**src/rtl/dsu_pkg.sv**
```systemverilog
package dsu_pkg;
    localparam int PTR_W      = 8;
    localparam int NIB_W      = 4;
    localparam int ENTRY_NIBS = 3;
    localparam int RP_STEP    = 4;
    localparam int ENTRY_W    = NIB_W * ENTRY_NIBS;
    localparam int IDX_W      = $clog2(ENTRY_NIBS);

    typedef enum logic [1:0] {
        ST_IDLE,
        ST_RS_BEAT,
        ST_ES_LATE
    } dsu_state_e;
endpackage

```
**src/rtl/dsu_ctrl.sv**
```systemverilog
module dsu_ctrl
    import dsu_pkg::*;
(
    input  logic             clk,
    input  logic             rst_n,
    input  logic             es_push,
    input  logic             es_pop,
    input  logic [NIB_W-1:0] es_din,
    input  logic             rs_push,
    input  logic             rs_pop,
    input  logic             ld_any,
    output logic             busy,
    output logic             es_step,
    output logic             es_dir_push,
    output logic [NIB_W-1:0] es_val,
    output logic             rs_step,
    output logic             rs_dir_push,
    output logic [IDX_W-1:0] rs_idx
);
    localparam logic [IDX_W-1:0] LAST = IDX_W'(ENTRY_NIBS - 1);

    dsu_state_e       state_q, state_d;
    logic [IDX_W-1:0] beat_q;
    logic             rs_dir_q, es_pend_q, es_dir_q;
    logic [NIB_W-1:0] es_din_q;
    logic             rs_req, es_req, take_rs;

    assign rs_req  = rs_push | rs_pop;
    assign es_req  = es_push | es_pop;
    assign take_rs = (state_q == ST_IDLE) && !ld_any && rs_req;

    // state register
    always_ff @(posedge clk or negedge rst_n) begin
        if (!rst_n) state_q <= ST_IDLE;
        else        state_q <= state_d;
    end

    // captured request context for multi-cycle accesses
    always_ff @(posedge clk or negedge rst_n) begin
        if (!rst_n) begin
            beat_q    <= '0;
            rs_dir_q  <= 1'b0;
            es_pend_q <= 1'b0;
            es_dir_q  <= 1'b0;
            es_din_q  <= '0;
        end else if (take_rs) begin
            beat_q    <= IDX_W'(1);
            rs_dir_q  <= rs_push;
            es_pend_q <= es_req;
            es_dir_q  <= es_push;
            es_din_q  <= es_din;
        end else if (state_q == ST_RS_BEAT && beat_q != LAST) begin
            beat_q <= beat_q + IDX_W'(1);
        end
    end

    // next state and outputs
    always_comb begin
        state_d     = state_q;
        busy        = (state_q != ST_IDLE);
        es_step     = 1'b0;
        es_dir_push = 1'b0;
        es_val      = es_din_q;
        rs_step     = 1'b0;
        rs_dir_push = rs_dir_q;
        rs_idx      = beat_q;
        unique case (state_q)
            ST_IDLE: begin
                rs_idx = '0;
                es_val = es_din;
                if (!ld_any) begin
                    if (rs_req) begin
                        rs_step     = 1'b1;
                        rs_dir_push = rs_push;
                        state_d     = ST_RS_BEAT;
                    end else if (es_req) begin
                        es_step     = 1'b1;
                        es_dir_push = es_push;
                    end
                end
            end
            ST_RS_BEAT: begin
                rs_step = 1'b1;
                if (beat_q == LAST)
                    state_d = es_pend_q ? ST_ES_LATE : ST_IDLE;
            end
            ST_ES_LATE: begin
                es_step     = 1'b1;
                es_dir_push = es_dir_q;
                state_d     = ST_IDLE;
            end
            default: state_d = ST_IDLE;
        endcase
    end

    // link beats follow one another with rising index
    a_r4_beats_consecutive: assert property (@(posedge clk) disable iff (!rst_n)
        (rs_step && rs_idx != LAST) |=> (rs_step && rs_idx == $past(rs_idx) + IDX_W'(1)));

    // a pending operand request runs right after the last link beat
    a_r7_es_follows_rs: assert property (@(posedge clk) disable iff (!rst_n)
        (rs_step && rs_idx == LAST && es_pend_q) |=> (es_step && busy));

    // the two datapaths never claim the RAM port in the same cycle
    a_r9_single_user: assert property (@(posedge clk) disable iff (!rst_n)
        $onehot0({es_step, rs_step}));
endmodule

```
**src/rtl/dsu_es.sv**
```systemverilog
module dsu_es
    import dsu_pkg::*;
(
    input  logic             clk,
    input  logic             rst_n,
    input  logic             ld,
    input  logic [PTR_W-1:0] ld_val,
    input  logic             step,
    input  logic             dir_push,
    input  logic [NIB_W-1:0] din,
    input  logic [NIB_W-1:0] rdata,
    output logic [PTR_W-1:0] sp,
    output logic [NIB_W-1:0] tos,
    output logic [PTR_W-1:0] addr,
    output logic             we,
    output logic [NIB_W-1:0] wdata
);
    localparam logic [PTR_W-1:0] ONE = PTR_W'(1);

    assign addr  = dir_push ? sp + ONE : sp;
    assign we    = step & dir_push;
    assign wdata = tos;

    always_ff @(posedge clk or negedge rst_n) begin
        if (!rst_n) begin
            sp  <= '0;
            tos <= '0;
        end else if (ld) begin
            sp <= ld_val;
        end else if (step) begin
            if (dir_push) begin
                sp  <= sp + ONE;
                tos <= din;
            end else begin
                tos <= rdata;
                sp  <= sp - ONE;
            end
        end
    end

    // push raises the pointer and loads the new top
    a_r2_push_moves: assert property (@(posedge clk) disable iff (!rst_n)
        (step && dir_push) |=> (sp == $past(sp) + ONE && tos == $past(din)));

    // pop lowers the pointer and the read nibble becomes the top
    a_r3_pop_moves: assert property (@(posedge clk) disable iff (!rst_n)
        (step && !dir_push) |=> (sp == $past(sp) - ONE && tos == $past(rdata)));
endmodule

```
**src/rtl/dsu_rs.sv**
```systemverilog
module dsu_rs
    import dsu_pkg::*;
(
    input  logic               clk,
    input  logic               rst_n,
    input  logic               ld,
    input  logic [PTR_W-1:0]   ld_val,
    input  logic               step,
    input  logic               dir_push,
    input  logic [IDX_W-1:0]   idx,
    input  logic [ENTRY_W-1:0] din,
    input  logic [NIB_W-1:0]   rdata,
    output logic [PTR_W-1:0]   rp,
    output logic [ENTRY_W-1:0] dout,
    output logic [PTR_W-1:0]   addr,
    output logic               we,
    output logic [NIB_W-1:0]   wdata
);
    localparam logic [PTR_W-1:0] STEP_V = PTR_W'(RP_STEP);
    localparam logic [IDX_W-1:0] LAST   = IDX_W'(ENTRY_NIBS - 1);

    logic [ENTRY_W-1:0]       din_q;
    logic [ENTRY_W-NIB_W-1:0] gather_q;
    logic [ENTRY_W-1:0]       src;

    assign addr  = (dir_push && idx == '0) ? rp + STEP_V : rp + PTR_W'(idx);
    assign we    = step & dir_push;
    assign src   = (idx == '0) ? din : din_q;
    assign wdata = src[idx*NIB_W +: NIB_W];

    always_ff @(posedge clk or negedge rst_n) begin
        if (!rst_n) begin
            rp       <= '0;
            din_q    <= '0;
            gather_q <= '0;
            dout     <= '0;
        end else if (ld) begin
            rp <= ld_val;
        end else if (step) begin
            if (dir_push) begin
                if (idx == '0) begin
                    rp    <= rp + STEP_V;
                    din_q <= din;
                end
            end else if (idx == LAST) begin
                dout <= {rdata, gather_q};
                rp   <= rp - STEP_V;
            end else begin
                gather_q[idx*NIB_W +: NIB_W] <= rdata;
            end
        end
    end

    // first push beat advances the pointer by one group
    a_r4_rp_up: assert property (@(posedge clk) disable iff (!rst_n)
        (step && dir_push && idx == '0) |=> rp == $past(rp) + STEP_V);

    // last pop beat retires the group and presents the high nibble
    a_r5_rp_down: assert property (@(posedge clk) disable iff (!rst_n)
        (step && !dir_push && idx == LAST) |=>
            (rp == $past(rp) - STEP_V && dout[ENTRY_W-1 -: NIB_W] == $past(rdata)));
endmodule

```
**src/rtl/dual_stack_unit.sv**
```systemverilog
module dual_stack_unit
    import dsu_pkg::*;
(
    input  logic               clk,
    input  logic               rst_n,
    input  logic               es_push,
    input  logic               es_pop,
    input  logic [NIB_W-1:0]   es_din,
    input  logic               rs_push,
    input  logic               rs_pop,
    input  logic [ENTRY_W-1:0] rs_din,
    input  logic               ld_sp,
    input  logic               ld_rp,
    input  logic [PTR_W-1:0]   ld_val,
    input  logic [NIB_W-1:0]   ram_rdata,
    output logic [PTR_W-1:0]   ram_addr,
    output logic               ram_we,
    output logic [NIB_W-1:0]   ram_wdata,
    output logic [NIB_W-1:0]   tos,
    output logic [PTR_W-1:0]   sp,
    output logic [PTR_W-1:0]   rp,
    output logic [ENTRY_W-1:0] rs_dout,
    output logic               busy
);
    logic             es_step, es_dir_push, rs_step, rs_dir_push;
    logic [NIB_W-1:0] es_val;
    logic [IDX_W-1:0] rs_idx;
    logic [PTR_W-1:0] es_addr, rs_addr;
    logic             es_we, rs_we;
    logic [NIB_W-1:0] es_wdata, rs_wdata;
    logic             ld_sp_ok, ld_rp_ok;

    assign ld_sp_ok = ld_sp & ~busy;
    assign ld_rp_ok = ld_rp & ~busy;

    dsu_ctrl u_ctrl (
        .clk(clk), .rst_n(rst_n),
        .es_push(es_push), .es_pop(es_pop), .es_din(es_din),
        .rs_push(rs_push), .rs_pop(rs_pop), .ld_any(ld_sp | ld_rp),
        .busy(busy), .es_step(es_step), .es_dir_push(es_dir_push), .es_val(es_val),
        .rs_step(rs_step), .rs_dir_push(rs_dir_push), .rs_idx(rs_idx)
    );

    dsu_es u_es (
        .clk(clk), .rst_n(rst_n), .ld(ld_sp_ok), .ld_val(ld_val),
        .step(es_step), .dir_push(es_dir_push), .din(es_val), .rdata(ram_rdata),
        .sp(sp), .tos(tos), .addr(es_addr), .we(es_we), .wdata(es_wdata)
    );

    dsu_rs u_rs (
        .clk(clk), .rst_n(rst_n), .ld(ld_rp_ok), .ld_val(ld_val),
        .step(rs_step), .dir_push(rs_dir_push), .idx(rs_idx), .din(rs_din),
        .rdata(ram_rdata), .rp(rp), .dout(rs_dout),
        .addr(rs_addr), .we(rs_we), .wdata(rs_wdata)
    );

    always_comb begin
        if (rs_step) begin
            ram_addr  = rs_addr;
            ram_we    = rs_we;
            ram_wdata = rs_wdata;
        end else begin
            ram_addr  = es_addr;
            ram_we    = es_we;
            ram_wdata = es_wdata;
        end
    end

    // an accepted pointer load never writes the RAM
    a_r8_load_no_write: assert property (@(posedge clk) disable iff (!rst_n)
        ((ld_sp || ld_rp) && !busy) |-> !ram_we);
endmodule

```
**config.mk**
```make
export PLATFORM = sky130hd
export DESIGN_NAME = dual_stack_unit
export DESIGN_NICKNAME = d
export VERILOG_FILES = /design/src/rtl/dsu_pkg.sv /design/src/rtl/dsu_ctrl.sv /design/src/rtl/dsu_es.sv /design/src/rtl/dsu_rs.sv /design/src/rtl/dual_stack_unit.sv
export SDC_FILE = /design/constraint.sdc
export NUM_CORES = 1
export LEC_CHECK = 0
export BUFFER_PORTS_ARGS = -buffer_cell sky130_fd_sc_hd__buf_2
export CAP_MARGIN = 20
export CORE_MARGIN = 2
export CORE_UTILIZATION = 60
export DETAILED_ROUTE_END_ITERATION = 8
export PLACE_DENSITY = 0.85
export SLEW_MARGIN = 20
export SYNTH_ARGS = -nofsm -noshare
export SYNTH_HDL_FRONTEND = slang
export SYNTH_HIERARCHICAL = 1
export SYNTH_SLANG_ARGS = --single-unit
```
**constraint.sdc**
```tcl
create_clock -name clk -period 5.15 [get_ports clk]
set_input_delay 0.515 -clock clk [delete_from_list [all_inputs] [get_ports clk]]
set_output_delay 0.515 -clock clk [all_outputs]
set_load 0.02 [all_outputs]
```
==> results.tsv <==
metric	value	unit
cp-start-kind	flip-flop	
grt_pass1_wl	14.4	mm
layout.nets	484	
min_period	4170	ps
hold_viol_final	0	
finalMaxSlewViolations	0	
relSlewSlack	30.9	%
start_util	62.0	%
postCtsSetupBuffers	0	
core_area	0.00631	mm^2
die_width	84.8	um
rows	29	
antenna_found_initial	0	
arrival	3650	ps
timing.rr.end	u_rs/din_q[8]	
gp_congestion	0.814	
crit_path_max_fanout	13	
critPathCaptureType	output pin	
grt_max_degree	64	
vias	3018	
dp_slack	1370	ps
cts_buffers	9	
pwr-share-comb	56.1	%
viasPerCell	5.83	
holdBufCountCts	0	
hpwl	6.32	mm
drive_above_1_share	38.1	%
power.switching	1370	uW
status	complete, no violations	
cts_tree	done	
hp-class	primary input to asynchronous set/reset pin	
dieArea	0.00718	mm^2
seq_area_frac_synth	40.3	%
finalCoreUtilization	70.6	%
netlist_area	0.00391	mm^2
period_share	80.9	%
cts_resized	0	
pwr-share-seq	30.4	%
multiInputGateArea	0.00212	mm^2
drtPass1Iterations	4	
ir_worst_vdd	0.389	mV
clock_power_share	13.5	%
fp.dieH	84.8	um
grt_overflow	0	
diodes	0	
setup_slack	984	ps
drt_iter0_drc	200	
cts-htree-levels	3	
critPathKind	flip-flop to output pin	
syn-mean-instance-area	10.7	um^2
intPower	1740	uW
cts_buffer_depth	2	
grt_pass1_vias	2891	
synth.distinct_cells	52	
cts-root-buf	clkbuf_8	
ys_ff_latch	63	
syn-instance-count	366	
fin_worst_skew	9.17	ps
synthFlopType	dfrtp_1	
antenna_left	0	
rsz0062_at_grt	no	
yosysWarnings	6	
synthArstFlopShare	100	%
synth_edf_count	0	
power_density	697	mW/mm^2
swShare	44.0	%
fin_hold_ws	336	ps
seqCellArea	0.00158	mm^2
clk_latency	340	ps
p_leak	0.00208	uW
area_growth	13.9	%
ios	82	
finalSetupTns	0	ps
r2r_start	u_ctrl/state_q[1]	
setup_viol	0	
p_total	3110	uW
portBuffers	81	
max_cap_viol_count	0	
max_freq	0.240	GHz
r2r_cells	6	
fillers	467	
clkTransAtPathRegs	70	ps
critPathRequiredTime	4640	ps
clock-sinks	63	
grtUsageTotal	25.4	%
worst_slew_pin_slew	1030	ps
drc	0	
totalWireLength	8.89	mm
drt-wirelength-per-cell	17.2	um
r2r_setup_slack	1860	ps
synth_nets	414	
-- sequential cells by signal, indices dropped and copies added (netlist names) --
register          cells
u_ctrl/beat_q         2
u_ctrl/es_din_q       4
u_ctrl/es_dir_q       1
u_ctrl/es_pend_q      1
u_ctrl/rs_dir_q       1
u_ctrl/state_q        2
u_es/sp               8
u_es/tos              4
u_rs/din_q           12
u_rs/dout            12
u_rs/gather_q         8
u_rs/rp               8
-- synth_stat cells, types with 3 or more instances --
| library cell | count | area [um^2] |
|---|---|---|
| or2_2 | 3 | 18.8 |
| or3_1 | 3 | 18.8 |
| nand4_1 | 6 | 37.5 |
| mux2i_1 | 11 | 110 |
| nand3_1 | 6 | 30.0 |
| mux2_2 | 46 | 518 |
| mux4_2 | 4 | 90.1 |
| buf_6 | 6 | 67.6 |
| dfrtp_1 | 63 | 1580 |
| ha_1 | 11 | 138 |
| inv_1 | 12 | 45.0 |
| clkbuf_1 | 5 | 18.8 |
| buf_2 | 9 | 45.0 |
| nor3_1 | 4 | 20.0 |
| xnor2_1 | 15 | 131 |
| nand2_1 | 45 | 169 |
| nor2b_1 | 3 | 18.8 |
| buf_4 | 5 | 37.5 |
| nor2_1 | 17 | 63.8 |
| mux2_4 | 11 | 165 |
| xor2_1 | 9 | 78.8 |
| o21ai_0 | 26 | 130 |
| a21oi_1 | 5 | 25.0 |
-- critical path: stages, from the launching register on --
cell	delay, ps
dfrtp_1	480
nor2_1	460
nor2_1	290
inv_1	210
ha_1	590
nand2_1	270
a21oi_1	310
and3_1	210
xor2_1	60
mux2_2	260
buf_2	160
-- worst max-delay path by stage --
stage               slack, ps      endpoint               from  cells after the start
floorplan                2080  ram_wdata[0]  u_ctrl/state_q[1]                     11
global placement         1500   ram_addr[7]  u_ctrl/state_q[1]                     10
detailed placement       1370   ram_addr[7]  u_ctrl/state_q[1]                     10
CTS                      1010   ram_addr[7]  u_ctrl/state_q[1]                     10
global route              610   ram_addr[7]  u_ctrl/state_q[1]                     10
finish                    980   ram_addr[7]  u_ctrl/state_q[1]                     10
-- power by group through the flow --
stage | Clock (uW) | Combinational (uW) | Sequential, uW
finish | 419 | 1740 | 945
global route | 451 | 1880 | 980
CTS | 427 | 1740 | 940
detailed placement | 0 | 1720 | 948
global placement | 0 | 1680 | 928
floorplan | 0 | 1310 | 975
-- layer usage --
layer | track usage, % | vias up | share of wire [%]
met5 | 0 | - | 0
met4 | 10.5 | 0 | 2.1
met3 | 4.92 | 19 | 5.7
met2 | 38.6 | 110 | 49
met1 | 36.1 | 1465 | 43
li1 | - | 1424 | -
-- through the flow --
step                      std cells  cell area, um^2
after floorplan                 366             3910
after global placement          502             4270
after detailed placement        502             4270
after CTS                       518             4460
after global routing            518             4460
final                           518             4460
-- logic make-up after synthesis --
group                    share of synthesized area, %
AO/OA/AOI/OAI                                    7.23
buffers and inverters                            5.47
multiplexers                                     22.6
flip-flops                                       40.3
adder cells (fa/ha/maj)                          4.03
AND/OR/NAND/NOR                                  15.0
XOR/XNOR                                         5.37
-- cells in the final DEF (no fill, tap or decap), types with 3 or more instances in the layout --
cell type and count:
nand3_1 6, buf_4 3, mux2_2 46, xnor2_1 15
nor2b_1 3, buf_2 81, clkbuf_8 9, nand2_1 45
o21ai_0 26, a21oi_1 5, or3_1 3, clkinv_2 3
mux2i_1 11, nand4_1 6, dfrtp_1 63, nor3_1 4
or2_2 3, mux4_2 4, inv_1 12, xor2_1 9
ha_1 11, mux2_4 11, nor2_1 17
-- area by class of cell --
class                           count  share of cell area, %
Clock inverter                      6                   1.38
Tap cell                           77                   2.16
Timing Repair Buffer               84                   9.60
Inverter                           12                   1.01
Multi-Input combinational cell    266                   47.6
Sequential cell                    63                   35.4
Clock buffer                       10                   2.86
(Power assumes the default switching activity.)
